`config.mk`:
```
export PLATFORM = sky130hd
export DESIGN_NAME = xprod_sop
export DESIGN_NICKNAME = d
export VERILOG_FILES = /design/src/rtl/xsop_pkg.sv /design/src/rtl/xsop_mul.sv /design/src/rtl/xsop_align.sv /design/src/rtl/xsop_accum.sv /design/src/rtl/xprod_sop.sv
export SDC_FILE = /design/constraint.sdc
export NUM_CORES = 1
export LEC_CHECK = 0
export BUFFER_PORTS_ARGS = -buffer_cell sky130_fd_sc_hd__buf_2
export CORE_MARGIN = 10
export CORE_UTILIZATION = 25
export CTS_BUF_LIST = sky130_fd_sc_hd__clkbuf_4 sky130_fd_sc_hd__clkbuf_8
export DETAILED_ROUTE_END_ITERATION = 12
export PLACE_DENSITY = 0.44
export SLEW_MARGIN = 20
export SYNTH_ARGS = -nofsm -noshare
export SYNTH_HDL_FRONTEND = slang
export SYNTH_HIERARCHICAL = 1
export SYNTH_SLANG_ARGS = --single-unit
```
`constraint.sdc`:
```
create_clock -name clk_i -period 6.4 [get_ports clk_i]
set_input_delay 0.64 -clock clk_i [delete_from_list [all_inputs] [get_ports clk_i]]
set_output_delay 0.64 -clock clk_i [all_outputs]
set_load 0.02 [all_outputs]
```
`src/rtl/xsop_pkg.sv`:
```
package xsop_pkg;

    // Limit a signed shift request to the range an aligner can apply.
    function automatic int clamp_shift(input int t, input int lim);
        if (t < 0)
            return 0;
        if (t > lim)
            return lim;
        return t;
    endfunction

    // Signed overflow of a two's-complement add from the three sign bits.
    function automatic logic add_overflow(input logic a_msb, input logic b_msb,
                                          input logic s_msb);
        return (a_msb == b_msb) && (s_msb != a_msb);
    endfunction

endpackage

```
`src/rtl/xsop_mul.sv`:
```
// Two pipeline stages: operand decode, then exact significand product and
// the aligner shift amount. No normalisation, no rounding.
module xsop_mul #(
    parameter int EXP_W        = 6,
    parameter int FRAC_W       = 7,
    parameter int PROD_MSB_MAX = 12,
    parameter int AL_W         = 29,
    localparam int OP_W  = 1 + EXP_W + FRAC_W,
    localparam int SIG_W = FRAC_W + 1,
    localparam int PW    = 2 * SIG_W,
    localparam int LIM   = PW + AL_W,
    localparam int SH_W  = $clog2(LIM + 1)
) (
    input  logic            clk_i,
    input  logic            rst_i,
    input  logic            in_valid_i,
    input  logic            first_i,
    input  logic [OP_W-1:0] opa_i,
    input  logic [OP_W-1:0] opb_i,
    output logic            vld_o,
    output logic            first_o,
    output logic            sgn_o,
    output logic            big_o,
    output logic [PW-1:0]   prod_o,
    output logic [SH_W-1:0] shamt_o
);
    import xsop_pkg::*;

    localparam int BIAS = (1 << (EXP_W - 1)) - 1;
    localparam int ES_W = EXP_W + 2;

    typedef struct packed {
        logic                   vld;
        logic                   first;
        logic                   sgn;
        logic                   zero;
        logic signed [ES_W-1:0] esum;
        logic [SIG_W-1:0]       siga;
        logic [SIG_W-1:0]       sigb;
    } dec_t;

    typedef struct packed {
        logic            vld;
        logic            first;
        logic            sgn;
        logic            big;
        logic [PW-1:0]   prod;
        logic [SH_W-1:0] shamt;
    } mul_t;

    typedef struct packed {
        dec_t dec;
        mul_t mul;
    } state_t;

    state_t st_d, st_q;

    logic [EXP_W-1:0] ea, eb;
    int               esum_i;
    int               t_full;

    assign ea = opa_i[OP_W-2 -: EXP_W];
    assign eb = opb_i[OP_W-2 -: EXP_W];

    always_comb begin
        st_d = st_q;

        // stage 1: decode
        esum_i          = int'(ea) + int'(eb) - 2 * BIAS;
        st_d.dec.vld    = in_valid_i;
        st_d.dec.first  = first_i;
        st_d.dec.sgn    = opa_i[OP_W-1] ^ opb_i[OP_W-1];
        st_d.dec.zero   = (ea == '0) || (eb == '0);
        st_d.dec.esum   = esum_i[ES_W-1:0];
        st_d.dec.siga   = {1'b1, opa_i[FRAC_W-1:0]};
        st_d.dec.sigb   = {1'b1, opb_i[FRAC_W-1:0]};

        // stage 2: exact product and shift amount
        t_full          = PROD_MSB_MAX - 1 - int'(st_q.dec.esum);
        st_d.mul.vld    = st_q.dec.vld;
        st_d.mul.first  = st_q.dec.first;
        st_d.mul.sgn    = st_q.dec.sgn;
        st_d.mul.big    = !st_q.dec.zero && (t_full < 0);
        st_d.mul.prod   = st_q.dec.zero ? '0 : (PW'(st_q.dec.siga) * PW'(st_q.dec.sigb));
        st_d.mul.shamt  = SH_W'(clamp_shift(t_full, LIM));
    end

    always_ff @(posedge clk_i) begin
        if (rst_i)
            st_q <= '0;
        else
            st_q <= st_d;
    end

    assign vld_o   = st_q.mul.vld;
    assign first_o = st_q.mul.first;
    assign sgn_o   = st_q.mul.sgn;
    assign big_o   = st_q.mul.big;
    assign prod_o  = st_q.mul.prod;
    assign shamt_o = st_q.mul.shamt;

endmodule

```
`src/rtl/xsop_align.sv`:
```
// Third stage: places the double-width product at its weight inside the
// aligner window; bits under the accumulator LSB fall off the bottom.
module xsop_align #(
    parameter int PW   = 16,
    parameter int AL_W = 29,
    localparam int LIM  = PW + AL_W,
    localparam int SH_W = $clog2(LIM + 1)
) (
    input  logic            clk_i,
    input  logic            rst_i,
    input  logic            vld_i,
    input  logic            first_i,
    input  logic            sgn_i,
    input  logic            big_i,
    input  logic [PW-1:0]   prod_i,
    input  logic [SH_W-1:0] shamt_i,
    output logic            vld_o,
    output logic            first_o,
    output logic            neg_o,
    output logic            big_o,
    output logic [AL_W-1:0] mag_o
);

    typedef struct packed {
        logic            vld;
        logic            first;
        logic            neg;
        logic            big;
        logic [AL_W-1:0] mag;
    } al_t;

    al_t st_d, st_q;

    logic [LIM-1:0] wide;

    always_comb begin
        wide        = {prod_i, {AL_W{1'b0}}} >> shamt_i;
        st_d.vld    = vld_i;
        st_d.first  = first_i;
        st_d.big    = big_i;
        st_d.neg    = sgn_i && !big_i;
        st_d.mag    = big_i ? '0 : wide[LIM-1 -: AL_W];
    end

    always_ff @(posedge clk_i) begin
        if (rst_i)
            st_q <= '0;
        else
            st_q <= st_d;
    end

    assign vld_o   = st_q.vld;
    assign first_o = st_q.first;
    assign neg_o   = st_q.neg;
    assign big_o   = st_q.big;
    assign mag_o   = st_q.mag;

endmodule

```
`src/rtl/xsop_accum.sv`:
```
// Fourth stage: the only loop. A negative term enters as its bitwise
// complement plus a carry-in, so the loop holds just one adder.
module xsop_accum #(
    parameter int AL_W  = 29,
    parameter int ACC_W = 37
) (
    input  logic             clk_i,
    input  logic             rst_i,
    input  logic             vld_i,
    input  logic             first_i,
    input  logic             neg_i,
    input  logic             big_i,
    input  logic [AL_W-1:0]  mag_i,
    output logic [ACC_W-1:0] acc_o,
    output logic             prod_big_o,
    output logic             acc_ovf_o,
    output logic             vld_o
);
    import xsop_pkg::*;

    typedef struct packed {
        logic [ACC_W-1:0] acc;
        logic             pbig;
        logic             ovf;
        logic             vld;
    } acc_t;

    acc_t st_d, st_q;

    logic [ACC_W-1:0] ext;
    logic [ACC_W-1:0] addend;
    logic [ACC_W-1:0] base;
    logic [ACC_W-1:0] sum;
    logic             ovf_now;

    always_comb begin
        ext     = ACC_W'(mag_i);
        addend  = neg_i ? ~ext : ext;
        base    = first_i ? '0 : st_q.acc;
        sum     = base + addend + ACC_W'(neg_i);
        ovf_now = add_overflow(base[ACC_W-1], addend[ACC_W-1], sum[ACC_W-1]);

        st_d     = st_q;
        st_d.vld = vld_i;
        if (vld_i) begin
            st_d.acc = sum;
            if (first_i) begin
                st_d.pbig = big_i;
                st_d.ovf  = ovf_now;
            end else begin
                st_d.pbig = st_q.pbig | big_i;
                st_d.ovf  = st_q.ovf | ovf_now;
            end
        end
    end

    always_ff @(posedge clk_i) begin
        if (rst_i)
            st_q <= '0;
        else
            st_q <= st_d;
    end

    assign acc_o      = st_q.acc;
    assign prod_big_o = st_q.pbig;
    assign acc_ovf_o  = st_q.ovf;
    assign vld_o      = st_q.vld;

endmodule

```
`src/rtl/xprod_sop.sv`:
```
module xprod_sop #(
    parameter int EXP_W        = 6,
    parameter int FRAC_W       = 7,
    parameter int ACC_LSB      = -16,
    parameter int ACC_MSB      = 20,
    parameter int PROD_MSB_MAX = 12,
    localparam int OP_W  = 1 + EXP_W + FRAC_W,
    localparam int ACC_W = ACC_MSB - ACC_LSB + 1
) (
    input  logic             clk_i,
    input  logic             rst_i,
    input  logic             in_valid_i,
    input  logic             first_i,
    input  logic [OP_W-1:0]  opa_i,
    input  logic [OP_W-1:0]  opb_i,
    output logic [ACC_W-1:0] acc_o,
    output logic             prod_big_o,
    output logic             acc_ovf_o,
    output logic             out_valid_o
);

    localparam int PW   = 2 * (FRAC_W + 1);
    localparam int AL_W = PROD_MSB_MAX - ACC_LSB + 1;
    localparam int SH_W = $clog2(PW + AL_W + 1);

    logic            m_vld, m_first, m_sgn, m_big;
    logic [PW-1:0]   m_prod;
    logic [SH_W-1:0] m_shamt;

    logic            a_vld, a_first, a_neg, a_big;
    logic [AL_W-1:0] a_mag;

    xsop_mul #(
        .EXP_W       (EXP_W),
        .FRAC_W      (FRAC_W),
        .PROD_MSB_MAX(PROD_MSB_MAX),
        .AL_W        (AL_W)
    ) u_mul (
        .clk_i      (clk_i),
        .rst_i      (rst_i),
        .in_valid_i (in_valid_i),
        .first_i    (first_i),
        .opa_i      (opa_i),
        .opb_i      (opb_i),
        .vld_o      (m_vld),
        .first_o    (m_first),
        .sgn_o      (m_sgn),
        .big_o      (m_big),
        .prod_o     (m_prod),
        .shamt_o    (m_shamt)
    );

    xsop_align #(
        .PW  (PW),
        .AL_W(AL_W)
    ) u_align (
        .clk_i   (clk_i),
        .rst_i   (rst_i),
        .vld_i   (m_vld),
        .first_i (m_first),
        .sgn_i   (m_sgn),
        .big_i   (m_big),
        .prod_i  (m_prod),
        .shamt_i (m_shamt),
        .vld_o   (a_vld),
        .first_o (a_first),
        .neg_o   (a_neg),
        .big_o   (a_big),
        .mag_o   (a_mag)
    );

    xsop_accum #(
        .AL_W (AL_W),
        .ACC_W(ACC_W)
    ) u_acc (
        .clk_i      (clk_i),
        .rst_i      (rst_i),
        .vld_i      (a_vld),
        .first_i    (a_first),
        .neg_i      (a_neg),
        .big_i      (a_big),
        .mag_i      (a_mag),
        .acc_o      (acc_o),
        .prod_big_o (prod_big_o),
        .acc_ovf_o  (acc_ovf_o),
        .vld_o      (out_valid_o)
    );

endmodule

```
==> run_results.csv <==
group,metric,value,unit
timing,rsz0062_at_grt,"false",
final_layout,multi_input_area,7090,µm²
critical_path,r2r_start,"u_mul/st_q[41]",
clocking,clockBufferDepth,2,
global_route,gr-usage-all-layers,10.3,%
critical_path,critPathArrivalTime,4.69,ns
clocking,path_clk_slew,0.08,ns
route,drtPass1Iterations,5,
clocking,cts_tree,"built",
route,via_count,7966,
pwr,power.density,195,nW/µm²
global_route,grt-ovfl-total,0,
global_route,grt_max_degree,65,
logic_synthesis,syn_area_per_cell,8.81,µm²
die,num_rows,74,
timing,skew,0.0192,ns
logic_synthesis,syn-num-nets,1325,
route,drtAntennaViolNets,0,
timing,slew_violations,0,
logic_synthesis,synthDominantCellAreaShare,24.5,%
final_layout,fin_nets,1346,
clocking,cts_sinks,126,
clocking,insertion_delay,0.47,ns
hold_path,hold_depth,2,
final_layout,seq_area,2520,µm²
pwr,ir_worst_vdd,0.133,mV
die,dieArea,49700,µm²
logic_synthesis,ys_seq_area_share,24.5,%
die,top_level_ports,72,
logic_synthesis,synthTopCellsByArea,"dfxtp_1, ha_1, fa_1, mux2i_1, nor2b_1",
final_layout,syn_to_final_growth,10.7,%
pwr,power_leakage,0.00521,µW
clocking,cts_inserted_buffers,17,
route,drc,0,
critical_path,crit_fanout,15,
route,drt-total-wl,26100,µm
placed_design,dp_hpwl,20000,µm
outcome,status,"complete, no violations",
hold_path,hold_start,"opa_i[3]",
timing,period_needed,4.28,ns
die,die_h,223,µm
placed_design,io_buffers,71,
logic_synthesis,syn_area,10300,µm²
critical_path,r2r_end,"u_mul/prod_o[15]",
critical_path,cp.required,6.81,ns
placed_design,gp_congestion,0.850,
critical_path,crit_path_start_kind,"register",
global_route,grt_pass1_vias,8033,
clocking,htree_levels,4,
logic_synthesis,ys.flop_type,"dfxtp_1",
global_route,grt_pass1_wl,42700,µm
final_layout,drive_gt1_share,13.0,%
pwr,p_total,2230,µW
critical_path,criticalPathCategory,"register to register",
critical_path,rrSetupSlack,2.12,ns
timing,hold_violations,0,
die,core_area,40800,µm²
route,first_iter_violations,407,
critical_path,reg2reg_depth,13,
timing,min_period_over_period,66.9,%
logic_synthesis,synth_edf_count,0,
timing,finalSetupViolations,0,
die,die_width,223,µm
hold_path,min_to,"u_mul/st_q[37]",
timing,fmax,234,MHz
logic_synthesis,ys_async_sr_fraction,0,%
die,start_util,25.2,%
clocking,cts_setup_buffers,0,
logic_synthesis,yosysWarnings,6,
clocking,cts-resized-gates,0,
global_route,antenna_found_initial,1,
logic_synthesis,yosysTopAreaCell,"dfxtp_1",
critical_path,end_kind,"register",
final_layout,num-fill-cells,4387,
final_layout,antennaDiodeCount,0,
timing,relSlewSlack,44.3,%
timing,fin_tns_setup,0,ns
logic_synthesis,ys_types,88,
route,wl_per_cell,15.0,µm
hold_path,min_path_type,"input port to register",
logic_synthesis,ys_seq_elements,126,
clocking,root_buffer,"clkbuf_8",
route,viasPerCell,4.59,
timing,tightest_slew,0.823,ns
clocking,cts_hold_buffers,0,
logic_synthesis,synthCells,1170,
job,max_cap_viol_count,0,
[cells in the mapped netlist (20+ instances only)]
| library cell | number |
|---|---|
| dfxtp_1 | 126 |
| nor3_1 | 32 |
| a21oi_1 | 50 |
| xnor2_1 | 20 |
| nand3_1 | 21 |
| mux2i_1 | 45 |
| o21ai_0 | 30 |
| a21o_1 | 37 |
| xor2_1 | 40 |
| clkbuf_1 | 37 |
| fa_1 | 39 |
| nand2_1 | 68 |
| nor2_1 | 72 |
| ha_1 | 84 |
| nor2b_1 | 69 |
| and2_1 | 54 |
| inv_1 | 75 |
| buf_4 | 25 |
[through the flow]
step / area (µm²) / hold WS, ns / instances / utilization, % / worst slack, ns
after CTS: 11400 / 0.339 / 1736 / 27.9 / 2.09
after global placement: 11000 / 0.418 / 1704 / 26.9 / 2.18
after floorplan: 10300 / 0.402 / 1170 / - / 2.34
after global routing: 11400 / 0.333 / 1736 / 27.9 / 1.83
final: 11400 / 0.366 / 1736 / 27.9 / 2.12
after detailed placement: 11000 / 0.426 / 1704 / 26.9 / 2.09
[how the worst max path moves through the flow]
stage	cells past startpoint	slack [ns]	from	to
floorplan	15	2.34	u_mul/st_q[41]	u_mul/prod_o[15]
finish	13	2.12	u_mul/st_q[41]	u_mul/prod_o[15]
global placement	13	2.18	u_mul/st_q[41]	u_mul/prod_o[15]
CTS	13	2.09	u_mul/st_q[41]	u_mul/prod_o[15]
global route	14	1.83	u_mul/st_q[41]	u_mul/prod_o[12]
detailed placement	13	2.09	u_mul/st_q[41]	u_mul/prod_o[15]
[per-layer routing]
| layer | global-route usage, % | vias to the layer above | wire, µm |
|---|---|---|---|
| met5 | 0 | - | 13 |
| met4 | 3.75 | 2 | 513 |
| met3 | 2.18 | 32 | 998 |
| met2 | 15.9 | 155 | 11300 |
| met1 | 13.9 | 3645 | 13200 |
| li1 | - | 4132 | - |
[layout make-up]
class,instances,area share (%)
clock inverter,13,1.67
sequential,126,22.1
tap,532,5.83
multi-input combinational,893,62.1
inverter,77,2.53
timing repair buffer,76,3.46
clock buffer,19,2.24
[cells in the final DEF (no fill, tap or decap), types with 6 or more instances in the layout]
master    count
or3_1         6
dfxtp_1     124
xnor2_1      20
nand4_1      14
o21ai_0      30
nand3_1      21
a21oi_1      50
mux4_2        9
nand2b_1     19
clkbuf_8     18
xor2_1       40
mux2_2       12
nor2b_1      69
and3_1        8
fa_1         39
inv_1        75
o31ai_1       6
o22ai_1      15
a31oi_1       7
nor3_1       32
a311oi_1      6
nor3b_1       9
ha_1         84
a211oi_1      9
buf_2        70
a21o_1       37
nor2_1       72
and2_1       54
o21a_1       17
nand2_1      68
buf_4         6
mux2i_1      45
[logic make-up after synthesis]
group	share of synthesized area, %
AO/OA/AOI/OAI	16.1
XOR/XNOR	5.10
adder cells (fa/ha/maj)	17.8
buffers and inverters	6.70
flip-flops	24.5
multiplexers	7.90
AND/OR/NAND/NOR	22.0
[report_power, final]
group | internal [µW] | switching, µW
Combinational | 225 | 310
Sequential | 832 | 61.2
Clock | 440 | 359
[worst max-delay path, cell delays in order, from the launching register on]
cell and delay (ns):
dfxtp_1 0.59, and2_1 0.23, fa_1 0.42, fa_1 0.52, fa_1 0.54, inv_1 0.05, fa_1 0.52, inv_1 0.04
ha_1 0.37, or2_1 0.25, a31oi_1 0.21, a21o_1 0.14, o21a_1 0.15, mux2i_1 0.17
[flip-flops by register name, indices dropped and copies added, names as in the netlist, 3 cells and up]
| register | flops |
|---|---|
| u_mul/shamt_o | 6 |
| u_mul/prod_o | 16 |
| u_acc/acc_o | 37 |
| u_mul/st_q | 24 |
| u_mul/st_d | 3 |
| u_align/mag_o | 29 |
Power figures use the tool's default switching activity.
